File: config.mk
export PLATFORM = sky130hd
export DESIGN_NAME = winding_chopper
export DESIGN_NICKNAME = d
export VERILOG_FILES = /design/src/rtl/chop_pkg.sv /design/src/rtl/chop_period_timer.sv /design/src/rtl/chop_phase_seq.sv /design/src/rtl/chop_gate_deadtime.sv /design/src/rtl/winding_chopper.sv
export SDC_FILE = /design/constraint.sdc
export NUM_CORES = 1
export LEC_CHECK = 0
export BUFFER_PORTS_ARGS = -buffer_cell sky130_fd_sc_hd__buf_2
export CAP_MARGIN = 20
export CORE_MARGIN = 3
export CORE_UTILIZATION = 50
export DETAILED_ROUTE_END_ITERATION = 16
export GPL_ROUTABILITY_DRIVEN = 0
export PLACE_DENSITY = 0.73
export SLEW_MARGIN = 20
export SYNTH_ARGS = -nofsm -noshare
export SYNTH_HDL_FRONTEND = slang
export SYNTH_SLANG_ARGS = --single-unit
File: constraint.sdc
create_clock -name clk -period 1.9 [get_ports clk]
set_clock_uncertainty 0.15 [all_clocks]
set_input_delay 0.095 -clock clk [delete_from_list [all_inputs] [get_ports clk]]
set_output_delay 0.095 -clock clk [all_outputs]
set_load 0.05 [all_outputs]
File: src/rtl/chop_pkg.sv
package chop_pkg;

  typedef enum logic [1:0] {
    PH_OFF   = 2'd0,
    PH_DRIVE = 2'd1,
    PH_FAST  = 2'd2,
    PH_SLOW  = 2'd3
  } phase_e;

  typedef enum logic [1:0] {
    DK_SLOW   = 2'b00,
    DK_FAST   = 2'b01,
    DK_MIXED  = 2'b10,
    DK_MIXED2 = 2'b11
  } decay_e;

  // Clock cycles covering a time span, rounded up.
  function automatic int span_cycles(input longint clk_hz, input longint span_ns);
    longint prod;
    prod = clk_hz * span_ns;
    return int'((prod + 64'd999_999_999) / 64'd1_000_000_000);
  endfunction

  // Position inside the period at which mixed decay turns slow.
  function automatic int split_point(input int period, input int pct);
    return (period * pct) / 100;
  endfunction

  // Gate word {hi1, lo1, hi2, lo2} for a phase and a current sign.
  function automatic logic [3:0] gate_word(input phase_e ph, input logic pos);
    case (ph)
      PH_DRIVE: return pos ? 4'b1001 : 4'b0110;
      PH_FAST:  return pos ? 4'b0110 : 4'b1001;
      PH_SLOW:  return 4'b0101;
      default:  return 4'b0000;
    endcase
  endfunction

  function automatic logic is_mixed(input decay_e m);
    return (m == DK_MIXED) || (m == DK_MIXED2);
  endfunction

endpackage

File: src/rtl/chop_period_timer.sv
module chop_period_timer #(
  parameter int PERIOD_CYC = 1333,
  parameter int CNT_W      = $clog2(PERIOD_CYC)
) (
  input  logic             clk,
  input  logic             rst_n,
  input  logic             en,
  output logic             run,
  output logic [CNT_W-1:0] pos,
  output logic             load
);
  localparam logic [CNT_W-1:0] LAST = CNT_W'(PERIOD_CYC - 1);

  logic at_last;
  assign at_last = (pos == LAST);
  // Next clock is position 0 of a fresh period.
  assign load = en && (!run || at_last);

  always_ff @(posedge clk) begin
    if (!rst_n) begin
      run <= 1'b0;
      pos <= '0;
    end else if (!en) begin
      run <= 1'b0;
      pos <= '0;
    end else if (load) begin
      run <= 1'b1;
      pos <= '0;
    end else begin
      pos <= pos + 1'b1;
    end
  end


  pos_range_chk: assert property (@(posedge clk) disable iff (!rst_n)
    int'(pos) < PERIOD_CYC);


  wrap_from_last_chk: assert property (@(posedge clk) disable iff (!rst_n)
    (run && $past(run) && pos == '0) |-> ($past(pos) == LAST));

endmodule

File: src/rtl/chop_phase_seq.sv
module chop_phase_seq
  import chop_pkg::*;
#(
  parameter int PERIOD_CYC = 1333,
  parameter int BLANK_CYC  = 150,
  parameter int MIX_POS    = 999,
  parameter int CNT_W      = $clog2(PERIOD_CYC)
) (
  input  logic             clk,
  input  logic             rst_n,
  input  logic             en,
  input  logic             run,
  input  logic             load,
  input  logic [CNT_W-1:0] pos,
  input  logic             trip,
  input  logic             zero,
  input  logic             sign_in,
  input  logic             fall_in,
  input  logic [1:0]       mode_in,
  output phase_e           phase,
  output logic             sign_q
);
  decay_e mode_q;
  logic   fall_q;
  logic   tripped_q;
  logic   zeroed_q;

  logic blank_over;
  logic past_split;
  logic trip_seen;
  logic zero_seen;

  assign blank_over = int'(pos) >= BLANK_CYC;
  assign past_split = int'(pos) >= MIX_POS;

  // Decay phase when fast decay is the active choice.
  phase_e fast_leg;
  assign fast_leg = zeroed_q ? PH_OFF : PH_FAST;

  always_comb begin
    if (!run)               phase = PH_OFF;
    else if (!tripped_q)    phase = PH_DRIVE;
    else begin
      case (mode_q)
        DK_SLOW: phase = PH_SLOW;
        DK_FAST: phase = fast_leg;
        default: phase = (!fall_q || past_split) ? PH_SLOW : fast_leg;
      endcase
    end
  end

  assign trip_seen = run && (phase == PH_DRIVE) && blank_over && trip;
  assign zero_seen = run && (phase == PH_FAST) && zero;

  always_ff @(posedge clk) begin
    if (!rst_n) begin
      sign_q    <= 1'b0;
      mode_q    <= DK_SLOW;
      fall_q    <= 1'b0;
      tripped_q <= 1'b0;
      zeroed_q  <= 1'b0;
    end else if (!en) begin
      tripped_q <= 1'b0;
      zeroed_q  <= 1'b0;
    end else if (load) begin
      sign_q    <= sign_in;
      mode_q    <= decay_e'(mode_in);
      fall_q    <= fall_in;
      tripped_q <= 1'b0;
      zeroed_q  <= 1'b0;
    end else begin
      if (trip_seen) tripped_q <= 1'b1;
      if (zero_seen) zeroed_q  <= 1'b1;
    end
  end


  blank_hold_chk: assert property (@(posedge clk) disable iff (!rst_n)
    (run && int'(pos) < BLANK_CYC) |-> (phase == PH_DRIVE));


  no_redrive_chk: assert property (@(posedge clk) disable iff (!rst_n)
    (run && phase != PH_DRIVE && !load) |=> (phase != PH_DRIVE));


  zero_stop_chk: assert property (@(posedge clk) disable iff (!rst_n)
    (run && phase == PH_OFF && mode_q == DK_FAST && !load) |=> (phase == PH_OFF));


  mixed_tail_chk: assert property (@(posedge clk) disable iff (!rst_n)
    (run && is_mixed(mode_q) && past_split && phase != PH_DRIVE) |-> (phase == PH_SLOW));


  fast_needs_fall_chk: assert property (@(posedge clk) disable iff (!rst_n)
    (phase == PH_FAST) |-> (fall_q || mode_q == DK_FAST));


  cfg_hold_chk: assert property (@(posedge clk) disable iff (!rst_n)
    (run && !load) |=> $stable({sign_q, mode_q, fall_q}));

endmodule

File: src/rtl/chop_gate_deadtime.sv
module chop_gate_deadtime #(
  parameter int DEAD_CYC = 1,
  parameter int DW       = $clog2(DEAD_CYC + 1)
) (
  input  logic       clk,
  input  logic       rst_n,
  input  logic       en,
  input  logic [3:0] want,
  output logic [3:0] gate_q
);
  logic [3:0]    want_eff;
  logic [3:0]    leaving;
  logic [3:0]    joining;
  logic [3:0]    gate_d;
  logic          settled;
  logic [DW-1:0] gap_q;

  assign want_eff = en ? want : 4'b0000;
  assign leaving  = gate_q & ~want_eff;
  assign joining  = want_eff & ~gate_q;
  assign settled  = (leaving == 4'b0000) && (int'(gap_q) >= DEAD_CYC - 1);
  assign gate_d   = (gate_q & want_eff) | (settled ? joining : 4'b0000);

  always_ff @(posedge clk) begin
    if (!rst_n) begin
      gate_q <= 4'b0000;
      gap_q  <= DW'(DEAD_CYC);
    end else begin
      gate_q <= gate_d;
      if (leaving != 4'b0000)        gap_q <= '0;
      else if (int'(gap_q) < DEAD_CYC) gap_q <= gap_q + 1'b1;
    end
  end


  no_swap_same_edge_chk: assert property (@(posedge clk) disable iff (!rst_n)
    (|(gate_q & ~$past(gate_q))) |-> !(|($past(gate_q) & ~gate_q)));

endmodule

File: src/rtl/winding_chopper.sv
module winding_chopper
  import chop_pkg::*;
#(
  parameter int CLK_HZ     = 40_000_000,
  parameter int BLANK_NS   = 3750,
  parameter int PERIOD_CYC = 1333,
  parameter int MIX_PCT    = 75,
  parameter int DEAD_CYC   = 1
) (
  input  logic       clk,
  input  logic       rst_n,
  input  logic       drv_enable,
  input  logic       sense_trip,
  input  logic       zero_cross,
  input  logic       cur_sign,
  input  logic       cur_falling,
  input  logic [1:0] decay_sel,
  output logic       hi1_on,
  output logic       lo1_on,
  output logic       hi2_on,
  output logic       lo2_on
);
  localparam int CNT_W     = $clog2(PERIOD_CYC);
  localparam int BLANK_CYC = span_cycles(longint'(CLK_HZ), longint'(BLANK_NS));
  localparam int MIX_POS   = split_point(PERIOD_CYC, MIX_PCT);

  logic             run;
  logic             load;
  logic [CNT_W-1:0] pos;
  phase_e           phase;
  logic             sign_q;
  logic [3:0]       want;
  logic [3:0]       gate_q;

  chop_period_timer #(
    .PERIOD_CYC (PERIOD_CYC),
    .CNT_W      (CNT_W)
  ) u_timer (
    .clk   (clk),
    .rst_n (rst_n),
    .en    (drv_enable),
    .run   (run),
    .pos   (pos),
    .load  (load)
  );

  chop_phase_seq #(
    .PERIOD_CYC (PERIOD_CYC),
    .BLANK_CYC  (BLANK_CYC),
    .MIX_POS    (MIX_POS),
    .CNT_W      (CNT_W)
  ) u_seq (
    .clk     (clk),
    .rst_n   (rst_n),
    .en      (drv_enable),
    .run     (run),
    .load    (load),
    .pos     (pos),
    .trip    (sense_trip),
    .zero    (zero_cross),
    .sign_in (cur_sign),
    .fall_in (cur_falling),
    .mode_in (decay_sel),
    .phase   (phase),
    .sign_q  (sign_q)
  );

  assign want = gate_word(phase, sign_q);

  chop_gate_deadtime #(
    .DEAD_CYC (DEAD_CYC)
  ) u_dead (
    .clk    (clk),
    .rst_n  (rst_n),
    .en     (drv_enable),
    .want   (want),
    .gate_q (gate_q)
  );

  assign {hi1_on, lo1_on, hi2_on, lo2_on} = gate_q & {4{drv_enable}};


  leg_exclusive_chk: assert property (@(posedge clk) disable iff (!rst_n)
    !(hi1_on && lo1_on) && !(hi2_on && lo2_on));


  disabled_off_chk: assert property (@(posedge clk) disable iff (!rst_n)
    !drv_enable |-> !(hi1_on || lo1_on || hi2_on || lo2_on));

endmodule

==> reports/metrics.yaml <==
grt_pass1_vias: 1020
peakVddDrop_v: 0.000518
clkTransAtPathRegs_ns: 0.11
core_um2: 2080
sw_frac_of_total_pct: 24.4
syn-num-nets: 144
pwr-share-comb_pct: 10.9
dpl-instance-area_um2: 1340
maxSlewViolCount: 0
finalHoldViolCount: 0
antenna_found_initial: 0
numCtsBuffers: 3
dp_cells: 180
ys_seq_elements: 22
period_share_pct: 108
place_ws_ns: -0.120
synth_compound_area_share_pct: 17.5
final.setup.tns_ns: -0.266
p_leak_nw: 0.580
grt_first_pass_wirelength_mm: 4.44
holdWs_ns: 0.0742
synth_area_per_cell_um2: 8.87
cts_tree: "yes"
die_x_um: 54.4
p_total_mw: 0.775
path_max_fanout: 4
wl_per_cell_um: 14.4
synthAdderAreaFrac_pct: 3.21
hold_path_depth: 3
max_freq_mhz: 489
slowest_delay_ns: 0.48
ys.flop_type: "dfxtp_1"
grtUsageTotal_pct: 21.3
maxSlewHeadroom_pct: 73.0
start_util_pct: 56.2
setup_viol: 3
pwr-share-seq_pct: 61.6
overflow: 0
tightest_slew_ns: 0.405
clock-sinks: 22
place_hpwl_mm: 1.86
period_needed_ns: 2.04
io_buffers: 12
die-area_um2: 2960
async_flop_share_pct: 0
grt_start_max_net_pins: 14
violations: "negative setup slack"
final_area_um2: 1550
reg2reg_slack_ns: -0.14
post-route-util_pct: 74.3
cts_buffer_depth: 2
insertion_delay_ns: 0.31
cts_max_level: 1
reg2reg_depth: 7
cp.required_ns: 2.02
synth_edf_count: 0
synth-warning-count: 0
cp-start-kind: "flip-flop"
routed_wl_mm: 2.80
criticalPathCategory: "flip-flop to flip-flop"
muxShareOfSynthArea_pct: 5.24
p_int_mw: 0.586
core.rowCount: 16
drc: 0
synth_top_family_by_area: "simple AND/OR/NAND/NOR gates"
layout-drive-gt1-share_pct: 29.8
cp_num_cells: 7
first_pass_iters: 4
min_path_type: "primary input to flip-flop"
yosys.area_share.simple_pct: 26.9
num_vias: 1077
n_antenna_cell: 0
synth_area_um2: 1170
status: "complete, but fails checks"
syn2layout_area_growth_pct: 32.1
drt-initial-drc-count: 29
crit_start: "u_timer.pos[1]"
ios: 13
cp.arrival_ns: 2.16
final_cells: 195
final_antenna_net_count: 0
cp-end-kind: "flip-flop"
setup_slack_ns: -0.143
postSynthCellCount: 132
ys_seq_area_share_pct: 37.6
cts-root-buf: "clkbuf_4"
synth.distinct_cells: 40
crit_family: "compound AO/OA/AOI/OAI gates"
crit-reg2reg-launch: "u_timer.pos[1]"
nets: 182
slowest_stage: "or4_4"
synth-xor-area-share_pct: 6.73
power_frac_clock_pct: 27.6
path_cells: "ha_4 -> a211oi_4 -> a2111oi_4 -> buf_4 -> or4_4 -> o22ai_2 -> o21a_1"
cp_num_buf_inv: 1
die_h_um: 54.4
rsz0062_at_grt: "yes"
timing.rr.end: "u_dead.gate_q[3]"
crit_end: "u_dead.gate_q[3]"
p_switching_mw: 0.189
cap_violations: 0
powerDensity_nw_per_um2: 501
drt-vias-per-instance: 5.52
-- cells in the final DEF, fill, tap and decap left out, types with 2 or more instances in the layout --
cell,netlist,routed
nand2_1,12,11
buf_2,2,12
o21a_1,5,5
nor2_1,18,17
dfxtp_1,22,19
and2_1,4,4
nor3_1,4,4
clkbuf_4,0,3
dlygate4sd3_1,0,7
nand3_1,4,4
xnor2_1,7,7
buf_4,0,17
ha_1,3,2
nor4_1,2,2
nor2b_1,8,8
nand2b_1,3,3
inv_1,5,5
mux2i_1,5,5
xor2_1,2,2
dfxtp_2,0,2
-- worst min path at each step --
stage	startpoint	end	slack, ns
floorplan	rst_n	u_seq.fall_q	0.07
global placement	zero_cross	u_seq.zeroed_q	0.20
detailed placement	cur_sign	u_seq.sign_q	0.21
CTS	drv_enable	u_timer.run	0.04
global route	drv_enable	u_timer.run	0.1
finish	drv_enable	u_timer.run	0.07
-- cell families (layout without fill, tap and decap cells) --
group,Yosys count,in the layout
AOI/OAI and AO/OA,22,22
xor gates and xnor gates,9,9
adders and majority gates,3,3
buffers and inverters,8,44
DFF,22,22
muxes,6,6
and+or+nand+nor,62,62
-- registers in the layout, indices dropped and copies added (netlist names) --
register / flops
u_timer.pos: 11
u_dead.gate_q: 4
u_seq.mode_q: 2
u_seq.fall_q: 1
u_seq.sign_q: 1
u_seq.tripped_q: 1
u_seq.zeroed_q: 1
u_timer.run: 1
-- timing repair --
action | 4_1_cts | 5_1_grt
hold endpoints to repair | 7 | 0
pin swaps | 5 | 10
gates resized for setup | 11 | 5
gates cloned | 0 | 0
endpoints found under the setup margin | 5 | 21
hold buffers | 7 | 0
setup buffers | 1 | 4
-- cell type report --
cell class	instances	area [um^2]
multi-input cells	102	767
fillers	146	536
flip-flops and latches	22	447
repair buffers	36	258
well taps	27	33.8
clock buffers	3	22.5
inverters	5	18.8
-- synthesized netlist by cell type, types with 2 or more instances --
master / number / area [um^2]
nor2_1: 18 / 67.6
nand2_1: 12 / 45.0
nand2b_1: 3 / 18.8
nor3_1: 4 / 20.0
xor2_1: 2 / 17.5
o21a_1: 5 / 37.5
ha_1: 3 / 37.5
inv_1: 5 / 18.8
o31ai_1: 2 / 15.0
mux2i_1: 5 / 50.1
nand3_1: 4 / 20.0
buf_2: 2 / 10.0
a211oi_2: 2 / 25.0
nor4_1: 2 / 12.5
xnor2_1: 7 / 61.3
nor2b_1: 8 / 50.1
dfxtp_1: 22 / 440
and2_1: 4 / 25.0
-- power groups by stage --
stage | sequential, mW | combinational [mW] | clock, mW
floorplan | 0.484 | 0.0422 | 0
global placement | 0.487 | 0.0646 | 0
detailed placement | 0.488 | 0.0657 | 0
CTS | 0.477 | 0.0796 | 0.221
global route | 0.479 | 0.0909 | 0.245
finish | 0.477 | 0.0842 | 0.214
-- worst min-delay path: stages --
cell and delay [ns]:
buf_2 0.16, nand2_1 0.17, inv_1 0.07
-- metal layers --
layer | wire length [um] | global-route usage, % | vias to the layer above
met5 | 0 | 0 | -
met4 | 35 | 9.54 | 0
met3 | 142 | 4.90 | 6
met2 | 1360 | 37.5 | 32
met1 | 1260 | 24.1 | 504
li1 | - | - | 535
Note: power is estimated with default switching activity, not from simulation.
